## src/rtl/sb_path_status_pkg.sv

```systemverilog
package sb_path_status_pkg;

  typedef struct packed {
    logic none;
    logic one_bit;
    logic payload;
    logic server;
    logic connect;
  } rdi_class_t;

  function automatic rdi_class_t decode_rdi(input logic [2:0] code);
    rdi_class_t c;
    c = '0;
    unique case (code)
      3'b100, 3'b111: c.one_bit = 1'b1;
      3'b010:         c.payload = 1'b1;
      3'b101:         c.server  = 1'b1;
      3'b110:         c.connect = 1'b1;
      default:        c.none    = 1'b1;
    endcase
    return c;
  endfunction

endpackage

```

## src/rtl/sb_err_counter.sv

```systemverilog
module sb_err_counter #(
  parameter int CNT_W   = 16,
  parameter int NIB_W   = 4,
  parameter int NIB_MAX = 8,
  parameter int N_ALARM = 6
) (
  input  logic               clk,
  input  logic               rst_n,
  input  logic               frame,
  input  logic [NIB_W-1:0]   nibble,
  input  logic [N_ALARM-1:0] alarm,
  input  logic               tick,
  output logic [CNT_W-1:0]   total,
  output logic [CNT_W-1:0]   latched
);
  localparam logic [CNT_W-1:0] SAT = {CNT_W{1'b1}};

  logic [CNT_W-1:0] contrib;
  logic [CNT_W:0]   sum;
  logic [CNT_W-1:0] total_q;
  logic [CNT_W-1:0] latched_q;

  always_comb begin
    contrib = '0;
    if (frame && (alarm == '0) && (int'(nibble) <= NIB_MAX))
      contrib = CNT_W'(nibble);
    sum = {1'b0, total_q} + {1'b0, contrib};
  end

  always_ff @(posedge clk or negedge rst_n) begin
    if (!rst_n) begin
      total_q   <= '0;
      latched_q <= '0;
    end else if (tick) begin
      latched_q <= total_q;
      total_q   <= contrib;
    end else if (sum[CNT_W]) begin
      total_q <= SAT;
    end else begin
      total_q <= sum[CNT_W-1:0];
    end
  end

  assign total   = total_q;
  assign latched = latched_q;
endmodule

```

## src/rtl/sb_persist.sv

```systemverilog
module sb_persist #(
  parameter int W     = 3,
  parameter int DEPTH = 10
) (
  input  logic         clk,
  input  logic         rst_n,
  input  logic         frame,
  input  logic [W-1:0] value,
  output logic [W-1:0] accepted
);
  localparam int RUN_W = $clog2(DEPTH + 1);
  localparam logic [RUN_W-1:0] RUN_MAX = RUN_W'(DEPTH);

  logic [W-1:0]     cand_q;
  logic [RUN_W-1:0] run_q;
  logic [RUN_W-1:0] run_nx;
  logic [W-1:0]     acc_q;

  always_comb begin
    if (value != cand_q)       run_nx = RUN_W'(1);
    else if (run_q == RUN_MAX) run_nx = RUN_MAX;
    else                       run_nx = run_q + RUN_W'(1);
  end

  always_ff @(posedge clk or negedge rst_n) begin
    if (!rst_n) begin
      cand_q <= '0;
      run_q  <= '0;
      acc_q  <= '0;
    end else if (frame) begin
      cand_q <= value;
      run_q  <= run_nx;
      if (run_nx == RUN_MAX) acc_q <= value;
    end
  end

  assign accepted = acc_q;
endmodule

```

## src/rtl/sb_rdi_decode.sv

```systemverilog
module sb_rdi_decode
  import sb_path_status_pkg::*;
(
  input  logic [2:0] code,
  output rdi_class_t cls,
  output logic       path_def
);
  always_comb begin
    cls      = decode_rdi(code);
    path_def = cls.one_bit | cls.server | cls.connect;
  end
endmodule

```

## src/rtl/sb_path_status_rx.sv

```systemverilog
module sb_path_status_rx
  import sb_path_status_pkg::*;
#(
  parameter int CNT_W   = 16,
  parameter int PERSIST = 10,
  parameter int NIB_MAX = 8,
  parameter int N_ALARM = 6
) (
  input  logic               clk,
  input  logic               rst_n,
  input  logic               sb_valid,
  output logic               sb_ready,
  input  logic [7:0]         sb_byte,
  input  logic               sec_tick,
  input  logic [N_ALARM-1:0] alarm_in,
  output logic [CNT_W-1:0]   err_count,
  output logic [2:0]         rdi_code,
  output logic               def_none,
  output logic               def_one_bit,
  output logic               def_payload,
  output logic               def_server,
  output logic               def_connect,
  output logic               path_rdi
);
  localparam int NIB_W  = 4;
  localparam int CODE_W = 3;

  logic             ready_q;
  logic             frame;
  logic [CNT_W-1:0] run_total;
  rdi_class_t       cls;

  always_ff @(posedge clk or negedge rst_n) begin
    if (!rst_n) ready_q <= 1'b0;
    else        ready_q <= 1'b1;
  end

  assign sb_ready = ready_q;
  assign frame    = sb_valid & ready_q;

  sb_err_counter #(
    .CNT_W(CNT_W), .NIB_W(NIB_W), .NIB_MAX(NIB_MAX), .N_ALARM(N_ALARM)
  ) u_cnt (
    .clk(clk), .rst_n(rst_n), .frame(frame),
    .nibble(sb_byte[7:4]), .alarm(alarm_in), .tick(sec_tick),
    .total(run_total), .latched(err_count)
  );

  sb_persist #(.W(CODE_W), .DEPTH(PERSIST)) u_pers (
    .clk(clk), .rst_n(rst_n), .frame(frame),
    .value(sb_byte[3:1]), .accepted(rdi_code)
  );

  sb_rdi_decode u_dec (.code(rdi_code), .cls(cls), .path_def(path_rdi));

  assign def_none    = cls.none;
  assign def_one_bit = cls.one_bit;
  assign def_payload = cls.payload;
  assign def_server  = cls.server;
  assign def_connect = cls.connect;
endmodule

```

## config.mk

```make
export PLATFORM = sky130hd
export DESIGN_NAME = sb_path_status_rx
export DESIGN_NICKNAME = d
export VERILOG_FILES = /design/src/rtl/sb_path_status_pkg.sv /design/src/rtl/sb_err_counter.sv /design/src/rtl/sb_persist.sv /design/src/rtl/sb_rdi_decode.sv /design/src/rtl/sb_path_status_rx.sv
export SDC_FILE = /design/constraint.sdc
export NUM_CORES = 1
export LEC_CHECK = 0
export BUFFER_PORTS_ARGS = -buffer_cell sky130_fd_sc_hd__buf_4
export CORE_ASPECT_RATIO = 0.75
export CORE_MARGIN = 3
export CORE_UTILIZATION = 53
export DETAILED_ROUTE_END_ITERATION = 10
export GPL_TIMING_DRIVEN = 1
export PLACE_DENSITY = 0.78
export SETUP_SLACK_MARGIN = 0.05
export SLEW_MARGIN = 20
export SYNTH_ARGS = -nofsm -noshare
export SYNTH_HDL_FRONTEND = slang
export SYNTH_SLANG_ARGS = --single-unit
```

## constraint.sdc

```tcl
create_clock -name clk -period 5.4 [get_ports clk]
set_input_delay 1.35 -clock clk [delete_from_list [all_inputs] [get_ports clk]]
set_output_delay 1.35 -clock clk [all_outputs]
set_load 0.005 [all_outputs]
```

==> impl_metrics.ini <==
[run_status]
outcome = finished, final reports clean

[placed_design]
dp_cells = 290
dp_hpwl_microns = 3310
numPortBuffers = 42
gp_congestion = 0.816

[min_path]
hp-class = flop to flop

[route]
drt-total-wl_microns = 4530
drt-initial-drc-count = 80
ant_nets = 0
wl_per_cell_microns = 15.3
via_count = 1689
vias_per_cell = 5.71
first_pass_iters = 4
route.detailed.drc = 0

[clock_tree]
cts.clk_slew.worst_paths_ns = 0.07
postCtsHoldBufs = 0
worstSkewPairLatency_ns = 0.29
cts_tree = yes
clock_sinks = 43
cts-resized-gates = 0
root_buffer = clkbuf_8
cts_max_level = 2
postCtsSetupBuffers = 0
cts_max_path_buffers = 2
cts_inserted_buffers = 5

[synthesis]
syn_avg_cell_area_sq_um = 11.0
syn_nets = 226
synth_seq_cells = 43
synth_area_leaders = dfrtp_1 (49%), mux2_2 (9.7%), ha_1 (3.4%)
synth_async_sr_flop_share = 1.00
synth.cell_area_sq_um = 2210
synth_cell_types = 42
syn_inst = 201
synth_edf_count = 0
ys_warn_count = 0
seq_area_frac_synth = 0.486
synth_top_area_frac = 0.486
ys.flop_type = dfrtp_1
synth_top_cell_by_area = dfrtp_1

[sta]
slew_violations = 0
finalSetupViolCount = 0
setup_tns_ns = 0
fin_skew_ns = 0.00472
grt_setup_unrepaired = false
fmax_mhz = 267
worst_slew_pin_slew_ns = 0.698
hold_viol = 0
min_period_ns = 3.75
post-route-period-util = 0.695
slew_headroom = 0.532

[global_routing]
met1_usage = 0.275
grt_start_max_net_pins = 44
grt.busiest_layer = met2
grt_antenna_before_repair = 0
grt_pass1_vias = 1625
grt-ovfl-total = 0
grt_use_total = 0.197
grt_use_met3 = 0.0476
grt_pass1_wl_microns = 7380
grtUsageMet2 = 0.309

[setup_path]
max_stage_delay_ns = 0.61
crit_type = input pin to flop
crit_path_top_delay_cell = a211oi_1
end_kind = flop
crit_chain = buf_4 -> nand2_2 -> and4b_1 -> nand2_1 -> inv_1 -> ha_1 -> fa_1 -> a211oi_1 -> nor3b_1 -> nand4_1 -> a31oi_1
startpoint_type = input pin
cp_max_fo = 10
cp.required_ns = 5.56
cp_data_arrival_time_ns = 3.91

[final_layout]
finalNetCount = 270
stdcell_count = 296
antennaDiodeCount = 0
area_growth_syn_to_layout_pct = 19.6
fillCellCount = 293
drive_gt1_frac = 0.299

[floorplan]
die_h_microns = 62.0
core-area_sq_um = 3830
num_rows = 19
die_x_microns = 80.6
start_util = 0.578
die_area_sq_um = 5000
ios = 44

[run]
drv_cap = 0

[pwr]
ir_drop_mv = 0.141
leakage_uw = 0.00132
p_per_area_nw_per_um2 = 222
## critical path, delay by kind of cell
family	cells	cell delay (ns)
adder cells (fa/ha/maj)	2	0.62
AO/OA/AOI/OAI	2	0.74
AND/OR/NAND/NOR	5	1.04
buffers and inverters	2	0.15
## sequential cells by signal, indices dropped and copies added, names as in the netlist
| signal | cells |
|---|---|
| sb_ready | 1 |
| u_pers.cand_q | 3 |
| u_cnt.total | 16 |
| u_cnt.latched | 16 |
| u_pers.accepted | 3 |
| u_pers.run_q | 4 |
## placed cells by master (no fill, tap or decap), drive strengths merged, types with 2 or more instances in the layout
cell and n:
nor3 4, inv 7, nand2b 3, a21oi 8
nand3 4, and3 7, clkbuf 6, xnor2 4
nand4 4, and3b 2, nand2 12, mux2 22
o21ai 9, a21o 2, nor4 6, ha 6
nor4bb 2, a31oi 4, o31ai 3, and2 5
xor2 7, nor2 10, buf 42, a22oi 4
a211oi 3, dfrtp 43, or3 3, or4 2
## report_power, final
part           switching (uW)  leakage, uW  internal (uW)
sequential               9.22     0.000577            333
combinational            31.6     0.000701           29.4
clock                    98.6    0.0000371           86.2
## path summary, 6_finish.rpt
| kind | from | depth (start not counted) | slack, ns | endpoint |
|---|---|---|---|---|
| worst max-delay path | sb_valid | 11 | 1.65 | u_cnt.total[9] |
| worst min-delay path | u_cnt.latched[10] | 1 | 0.51 | u_cnt.latched[10] |
| worst max register to register | sb_ready | 10 | 2.42 | u_cnt.total[9] |
| worst min register to register | u_cnt.latched[10] | 1 | 0.51 | u_cnt.latched[10] |
| max in group asynchronous | rst_n | 1 | 4.01 | u_cnt.latched[12] |
| min in group asynchronous | rst_n | 1 | 1.03 | u_cnt.latched[4] |
## stage by stage
step	util	worst slack, ns	instance area (sq um)	hold WS (ns)	total power [uW]
after detailed placement	0.673	1.35	2570	0.498	410
after floorplan	-	1.91	2210	0.486	379
after global routing	0.692	1.43	2650	0.538	617
final	0.692	1.65	2650	0.513	588
after CTS	0.692	1.68	2650	0.515	594
after global placement	0.673	1.41	2570	0.492	408
## area by class of cell
class	instances	area, sq um	share of cell area
Tap cell	52	65.1	0.0246
Multi-Input combinational cell	146	1090	0.413
Inverter	7	26.3	0.00992
Clock buffer	6	72.6	0.0274
Sequential cell	43	1080	0.406
Timing Repair Buffer	42	315	0.119
## routing by layer
layer,wire length (microns),up-vias
met1,2280,823
li1,-,827
met2,2030,34
met5,0,-
met3,170,5
met4,38,0
## cells in the mapped netlist (all sizes together) (4+ instances only)
cell type and count:
dfrtp 43, mux2 22, nand2 12, nor2 10, o21ai 9, a21oi 8, and3 7, inv 7
xor2 7, ha 6, nor4 6, and2 5, clkbuf 5, a22oi 4, a31oi 4, nand3 4
nand4 4, nor3 4, xnor2 4
## kinds of logic (layout without fill, tap and decap cells)
logic type,count (synthesis),count (layout),synth area share
AOI/OAI and AO/OA,36,36,0.103
xor gates and xnor gates,11,11,0.0435
adders and majority gates,7,7,0.0430
buffers and inverters,12,55,0.0204
DFF,43,43,0.486
muxes,22,22,0.117
other,1,1,0.00169
and+or+nand+nor,69,69,0.185
No activity file was read; power rests on OpenSTA's default activity.
